--- src/rtl/timer_bank_pkg.sv ---
package timer_bank_pkg;
  localparam int NUM_TIMERS = 4;
  localparam int BYTE_W     = 8;
  localparam int CNT_W      = 2 * BYTE_W;
  localparam int IDX_W      = $clog2(NUM_TIMERS);
  localparam int FLD_W      = 2;
  localparam int ADDR_W     = IDX_W + FLD_W;

  typedef enum logic [FLD_W-1:0] {
    FLD_LO   = 2'd0,
    FLD_HI   = 2'd1,
    FLD_GO   = 2'd2,
    FLD_SNAP = 2'd3
  } field_e;

  typedef struct packed {
    logic [NUM_TIMERS-1:0] loWr;
    logic [NUM_TIMERS-1:0] hiWr;
    logic [NUM_TIMERS-1:0] goWr;
    logic [NUM_TIMERS-1:0] snapWr;
    logic [BYTE_W-1:0]     data;
    logic [IDX_W-1:0]      rdIdx;
    logic                  rdHi;
    logic                  rdValid;
  } ctrl_t;
endpackage

--- src/rtl/timer_bank_ctrl.sv ---
module timer_bank_ctrl
  import timer_bank_pkg::*;
(
  input  logic              wrEn,
  input  logic [ADDR_W-1:0] addr,
  input  logic [BYTE_W-1:0] wrData,
  output ctrl_t             ctl
);
  logic [IDX_W-1:0] tmrIdx;
  field_e           fld;

  assign tmrIdx = addr[ADDR_W-1:FLD_W];
  assign fld    = field_e'(addr[FLD_W-1:0]);

  always_comb begin
    ctl         = '0;
    ctl.data    = wrData;
    ctl.rdIdx   = tmrIdx;
    ctl.rdHi    = (fld == FLD_HI);
    ctl.rdValid = (fld == FLD_LO) || (fld == FLD_HI);
    for (int i = 0; i < NUM_TIMERS; i++) begin
      if (wrEn && (tmrIdx == IDX_W'(i))) begin
        ctl.loWr[i]   = (fld == FLD_LO);
        ctl.hiWr[i]   = (fld == FLD_HI);
        ctl.goWr[i]   = (fld == FLD_GO);
        ctl.snapWr[i] = (fld == FLD_SNAP);
      end
    end
  end
endmodule

--- src/rtl/timer_bank_dp.sv ---
module timer_bank_dp
  import timer_bank_pkg::*;
(
  input  logic                  clk,
  input  logic                  rstN,
  input  logic                  tickEn,
  input  ctrl_t                 ctl,
  output logic [BYTE_W-1:0]     rdData,
  output logic [NUM_TIMERS-1:0] irqPulse
);
  logic [CNT_W-1:0] snapArr [NUM_TIMERS];

  for (genvar g = 0; g < NUM_TIMERS; g++) begin : gChan
    logic [CNT_W-1:0] reloadQ;
    logic [CNT_W-1:0] countQ;
    logic [CNT_W-1:0] snapQ;
    logic             irqQ;
    logic             atZero;

    assign atZero = (countQ == '0);

    always_ff @(posedge clk or negedge rstN) begin
      if (!rstN) begin
        reloadQ <= '0;
        countQ  <= '0;
        snapQ   <= '0;
        irqQ    <= 1'b0;
      end else begin
        if (ctl.loWr[g]) reloadQ[BYTE_W-1:0]     <= ctl.data;
        if (ctl.hiWr[g]) reloadQ[CNT_W-1:BYTE_W] <= ctl.data;
        if (ctl.goWr[g]) begin
          countQ <= reloadQ;
        end else if (tickEn) begin
          if (atZero) countQ <= reloadQ;
          else        countQ <= countQ - 1'b1;
        end
        irqQ <= tickEn && atZero && !ctl.goWr[g];
        if (ctl.snapWr[g]) snapQ <= countQ;
      end
    end

    assign snapArr[g]  = snapQ;
    assign irqPulse[g] = irqQ;
  end

  logic [CNT_W-1:0] selSnap;
  assign selSnap = snapArr[ctl.rdIdx];

  always_comb begin
    if (!ctl.rdValid)  rdData = '0;
    else if (ctl.rdHi) rdData = selSnap[CNT_W-1:BYTE_W];
    else               rdData = selSnap[BYTE_W-1:0];
  end
endmodule

--- src/rtl/timer_bank.sv ---
module timer_bank
  import timer_bank_pkg::*;
(
  input  logic                  clk,
  input  logic                  rstN,
  input  logic                  tickEn,
  input  logic                  wrEn,
  input  logic [ADDR_W-1:0]     addr,
  input  logic [BYTE_W-1:0]     wrData,
  output logic [BYTE_W-1:0]     rdData,
  output logic [NUM_TIMERS-1:0] irqPulse
);
  ctrl_t ctl;

  timer_bank_ctrl ctrl_i (
    .wrEn   (wrEn),
    .addr   (addr),
    .wrData (wrData),
    .ctl    (ctl)
  );

  timer_bank_dp dp_i (
    .clk      (clk),
    .rstN     (rstN),
    .tickEn   (tickEn),
    .ctl      (ctl),
    .rdData   (rdData),
    .irqPulse (irqPulse)
  );
endmodule

--- config.mk ---
export PLATFORM = sky130hd
export DESIGN_NAME = timer_bank
export DESIGN_NICKNAME = d
export VERILOG_FILES = /design/src/rtl/timer_bank_pkg.sv /design/src/rtl/timer_bank_ctrl.sv /design/src/rtl/timer_bank_dp.sv /design/src/rtl/timer_bank.sv
export SDC_FILE = /design/constraint.sdc
export NUM_CORES = 1
export LEC_CHECK = 0
export BUFFER_PORTS_ARGS = -buffer_cell sky130_fd_sc_hd__buf_2
export CAP_MARGIN = 20
export CORE_MARGIN = 2
export CORE_UTILIZATION = 25
export CTS_CLUSTER_DIAMETER = 200
export DETAILED_ROUTE_END_ITERATION = 7
export PLACE_DENSITY = 0.36
export SLEW_MARGIN = 20
export SYNTH_ARGS = -nofsm -noshare
export SYNTH_HDL_FRONTEND = slang
export SYNTH_SLANG_ARGS = --single-unit
--- constraint.sdc ---
create_clock -name clk -period 3.08 [get_ports clk]
set_input_delay 0.308 -clock clk [delete_from_list [all_inputs] [get_ports clk]]
set_output_delay 0.308 -clock clk [all_outputs]
set_load 0.02 [all_outputs]
**Yosys cells after proc, flatten, opt, wreduce, memory -nomap -nowiden**

Cells that the tools add are included.

- Register bits after elaboration: 196
- Input bits: 16
- Output and inout bits: 12
- Word-level logic and storage cells: 92

- Add/subtract/negate cells: 4
- Order comparisons: 1
- Equal/unequal tests: 6
- Muxes and demuxes: 33
- Bitwise operators: 1
- Reductions and logical operators: 27

Operator list:

| operator | number |
|---|---|
| $mux 16 | 14 |
| $logic_not 16->1 | 4 |
| $sub 16x1->16 const B | 4 |
| $bmux 16 s2 | 1 |
| $mux 1 | 16 |
| $mux 8 | 2 |
| $logic_and 1x1->1 | 12 |
| $eq 2x2->1 const B | 4 |
| $reduce_bool 2->1 | 4 |
| $eq 2x1->1 const B | 2 |
| $logic_not 1->1 | 4 |
| $logic_not 2->1 | 2 |
| $ge 3x3->1 const B | 1 |
| $not 2->3 | 1 |
| $logic_or 1x1->1 | 1 |

**Logic depth before layout (Yosys ltp)**

- Depth after elaboration: 6
- Depth in mapped cells: 9
- Mapped depth without buffers: 7

**By module**

From an unflattened synthesis, not the netlist that was laid out.

- Cells, all modules: 891
- Area total of the unflattened synthesis: 9957.0 µm²

Modules (own cells, without submodules):

| module | instances | cells an instance | area each (µm²) | sequential area each (µm²) |
|---|---|---|---|---|
| timer_bank_dp | 1 | 856 | 9756.9 | 4904.7 |
| timer_bank_ctrl | 1 | 35 | 200.2 | 0.0 |

**Worst setup path before layout**

Ideal clock, no wire load.

- Kind: reg-to-reg
- From: register dp_i.gChan[1].countQ[6]
- To: register dp_i.gChan[1].countQ[3]
- Setup time: 0.129 ns
- Arrival time: 2.067 ns
- Data required time: 2.951 ns
- Slack: 0.885 ns
- Stages on the path, launching flop included: 7
- Path buffers: 1
- Period minus slack after synthesis: 2.195 ns
- Path through: dfrtp_1 or4_4 or3_4 o21ai_2 buf_6 nor4_1 a2111o_1

- Cells in the longest elaborated chain, start to end: 4

RTL lines:

| what | line | source |
|---|---|---|
| start, declared | timer_bank_dp.sv:15 | `logic [CNT_W-1:0] countQ;` |
| start signal, assigned | timer_bank_dp.sv:32 | `countQ <= reloadQ;` |
| start signal, assigned | timer_bank_dp.sv:34 | `if (atZero) countQ <= reloadQ;` |
| start signal, assigned | timer_bank_dp.sv:35 | `else countQ <= countQ - 1'b1;` |
| $logic_not 16->1 | timer_bank_dp.sv:20 | `assign atZero = (countQ == '0);` |
| $mux 16 | timer_bank_dp.sv:34 |  |
| $mux 16 | timer_bank_dp.sv:33 | `end else if (tickEn) begin` |
| $mux 16 | timer_bank_dp.sv:31 | `if (ctl.goWr[g]) begin` |

No other way between the ends. The select of a mux whose other input is x is not followed.
A chain may end at the register's enable or synchronous reset.

**Final worst setup path**

- From: register dp_i.gChan[3].countQ[0]
- To: register dp_i.gChan[3].countQ[7]

- Cells in the longest elaborated chain, start to end: 4
- Elaborated cells between the ends (all ways): 5
- Classes of those cells: add/sub: 1; mux: 3; reduce/logical: 1

RTL lines:

| what | line |
|---|---|
| start, declared | timer_bank_dp.sv:15 |
| start signal, assigned | timer_bank_dp.sv:32 |
| start signal, assigned | timer_bank_dp.sv:34 |
| start signal, assigned | timer_bank_dp.sv:35 |
| $sub 16x1->16 / $logic_not 16->1 (equally long branches) | timer_bank_dp.sv:35, timer_bank_dp.sv:20 |
| $mux 16 * | timer_bank_dp.sv:34 |
| $mux 16 * | timer_bank_dp.sv:33 |
| $mux 16 * | timer_bank_dp.sv:31 |

Every way passes the cells marked *; elsewhere a longest branch is shown, timed or not. The select of a mux whose other input is x is not followed.

==> impl_results.md <==
* Run status: finished clean
* Multiplexer area fraction after synthesis at 0.191
* Ys async rst share at 1.00
* Net switching power at 2.94 mW
* Number of max-cap violations at 0
* Final Cycle Share at 0.844
* Final instance area at 0.0113 mm²
* Adder-cell area share of the yosys netlist at 0.0102
* CTS Buf Count at 17
* Data required, critical path at 3.42 ns
* Routability Congestion at 0.814
* Syn Area/Cell at 11.2 µm²
* Most common cell after layout, fill and taps aside: dfrtp_1
* Slew Limit Headroom at 0.363
* Ant diodes at 0
* Initial drt markers at ~580
* Post-CTS Resized at 0
* Starting density of the core at 0.253
* Largest net degree at the start of global routing at 81
* WL final at ~33000 µm
* Clk_lat worst skew at 0.45 ns
* DP Wirelength at between 20000 and 25000 µm
* Initial antenna violation count at 4
* Fin. max-slew vios at 0
* Crit path time final at 2.60 ns
* Post-route insts no fill at 1443
* Core area at 0.0386 mm²
* IO buf count at 27
* Setup tns final at 0 ns
* Final hold violation count at 0
* Hold Slack at 0.263 ns
* Fill count at 3984
* Post-Syn Nets at 896
* Vias at 7191
* Synth Area in Compound Gates at 0.118
* Xor/xnor cell area share of the yosys netlist at 0
* Leakage at between 4 and 5 nW
* Synthesized instance count at 872
* Layout cells sized above 1 at 0.265
* Mapped cell area at 0.00977 mm²
* Comb power frac at 0.213
* Pwr dens at 776 mW/mm²
* CP Max Fanout at 11
* Max IR drop VDD at 0.365 mV
* WL per Instance at 22.6 µm
* Seq/Total Area, Yosys at 0.502
* HP Class: input pin to register
* Vias per std cell at 4.98
* Clock power frac at 0.290
* Number of flops mapped to enable cells by yosys at 0
* Placed instance count at 1410
* CTS Root Cell: clkbuf_16
* CTS sink cnt at 196
* Switching portion of total power at 0.334
* DRC Markers at 0
* Largest family of logic cells by synthesized area: multiplexers
* Die X at 202 µm
* Antenna Nets Post-Route at 0
* Commonest cells after routing, fill and taps aside: dfrtp_1, mux2_2, nand2_1
* Post-synth top flop: dfrtp_1
* Vias in the first global route at between 7k and 8k
* Clk slew on worst S/H paths at 0.08 ns
* Max Clk Rate at 385 MHz
* RSZ-0062 raised after global routing: false
* Slew @ Worst Pin at 0.956 ns
* First-pass GRT wire length at 49500 µm
* Final #Nets at approximately 940
* Die height at 202 µm
* Crit end category: register
* Kind of critical path: register to register
* Yosys top cell area share at 0.502
* Std cell rows at a little over 70
* Placed instance area at 0.0107 mm²
* Synth top area cells: dfrtp_1, mux2_2, mux4_2
* Critical Path Start Type: register
* Yosys Warn Count at 0
* Seq cells post-synth at 196
* Congestion Overflow GR at 0
* Crit path arrival time at 2.94 ns
* All-Layer GR Usage at 0.164
* Post-synthesis simple-gate area fraction at 0.148
* Internal power at about 5.9 mW
* H-tree levels at 4
* Largest area contributor in the netlist: dfrtp_1
* Clk buf depth at 2
* Drt pass-1 iters at 5
* Die area at 0.0407 mm²
* Layout Skew at 0.00885 ns
* Sequential Power Share at 0.497
* Area Growth Syn to Fin at 16.1%
* I/O pins at 28
* Setup violations, final at 0
* CTS tree: yes
* Distinct cells, synth at 65
[layer usage]
metal  vias to the layer above  wire (µm)  GRT usage  share of wire
li1                       3366          -          -              -
met1                      3660      16400      0.241           0.50
met2                       140      14600      0.248           0.45
met3                        25        943     0.0269          0.029
met4                         0        660     0.0465          0.020
met5                         -          0          0              0
[what timing repair did]
action / 4_1_cts / 5_1_grt
hold endpoints to repair: 77 / 0
buffers inserted: 0 / 0
setup endpoints to repair: 0 / 0
hold buffers: 1 / 0
[flip-flops by register name, indices dropped and copies added, names as in the netlist]
register,flops
dp_i.gChan.countQ,64
dp_i.gChan.reloadQ,64
dp_i.gChan.irqQ,4
dp_i.gChan.snapQ,64
[worst max-delay path: stages (launching register included)]
cell	delay, ns
dfrtp_1	0.45
inv_1	0.11
ha_1	0.16
or4b_4	0.49
nand4b_2	0.40
nand2_1	0.41
o21ai_0	0.15
a221o_1	0.31
[kinds of logic (layout without fill, tap and decap cells)]
family | after synthesis | count (layout)
AO/OA/AOI/OAI | 175 | 175
adder cells (fa/ha/maj) | 8 | 8
buffers and inverters | 68 | 121
flip-flops | 196 | 196
multiplexers | 152 | 152
AND/OR/NAND/NOR | 273 | 273
[Yosys cell counts (5+ instances only)]
| master | instances |
|---|---|
| or3_1 | 15 |
| o21ai_0 | 38 |
| o211ai_1 | 9 |
| nor2b_1 | 5 |
| buf_4 | 5 |
| mux2_2 | 118 |
| nand3_1 | 37 |
| ha_1 | 8 |
| nor3_1 | 22 |
| nor3b_1 | 7 |
| buf_2 | 8 |
| nor4_1 | 18 |
| a21oi_1 | 48 |
| mux2i_1 | 18 |
| a31oi_1 | 10 |
| o311ai_0 | 9 |
| o21a_1 | 6 |
| dfrtp_1 | 196 |
| a22oi_1 | 6 |
| nor2_1 | 50 |
| nand3b_1 | 5 |
| or4_1 | 8 |
| mux4_2 | 16 |
| and2_1 | 5 |
| clkbuf_1 | 31 |
| nand4_1 | 11 |
| inv_1 | 21 |
| and3_1 | 9 |
| nand2_1 | 59 |
| o22ai_1 | 8 |
| o22a_1 | 6 |
[power groups by stage]
stage	combinational (mW)	sequential (mW)	clock [mW]
2_1_floorplan	1.41	3.90	0
3_3_place_gp	1.88	4.43	0
3_5_place_dp	1.89	4.42	0
4_1_cts	1.90	4.38	2.63
5_1_grt	2.09	4.49	2.72
6_report	1.87	4.37	2.55
[cell type report]
type	count	area, µm²	share of cell area
Clock buffer	20	447	0.0394
Tap cell	518	648	0.0572
Timing Repair Buffer	67	485	0.0428
Clock inverter	12	201	0.0178
Multi-Input combinational cell	608	4570	0.403
Sequential cell	196	4900	0.433
Inverter	22	82.6	0.00728
[metrics by stage]
stage | power (mW) | setup slack [ns] | util
finish | 8.80 | 0.480 | 0.293
global placement | 6.31 | 0.551 | 0.276
floorplan | 5.31 | 0.885 | -
global route | 9.30 | 0.330 | 0.293
detailed placement | 6.31 | 0.546 | 0.276
CTS | 8.90 | 0.517 | 0.293
[final timing paths]
kind                                                              end  depth (start not counted)  slack, ns                            startpoint
worst max-delay path              dp_i.gChan[3].countQ[7]$_DFFE_PN0P_                          7       0.48   dp_i.gChan[3].countQ[0]$_DFFE_PN0P_
min in group asynchronous       dp_i.gChan[3].reloadQ[15]$_DFFE_PN0P_                          2       0.46                                  rstN
worst min register to register    dp_i.gChan[1].countQ[5]$_DFFE_PN0P_                          1       0.49  dp_i.gChan[1].reloadQ[5]$_DFFE_PN0P_
worst min-delay path                     dp_i.gChan[0].irqQ$_DFF_PN0_                          3       0.26                                tickEn
max in group asynchronous          dp_i.gChan[1].snapQ[4]$_DFFE_PN0P_                          3       1.88                                  rstN
worst max register to register    dp_i.gChan[3].countQ[7]$_DFFE_PN0P_                          7       0.48   dp_i.gChan[3].countQ[0]$_DFFE_PN0P_
No activity file was read; power rests on OpenSTA's default activity.
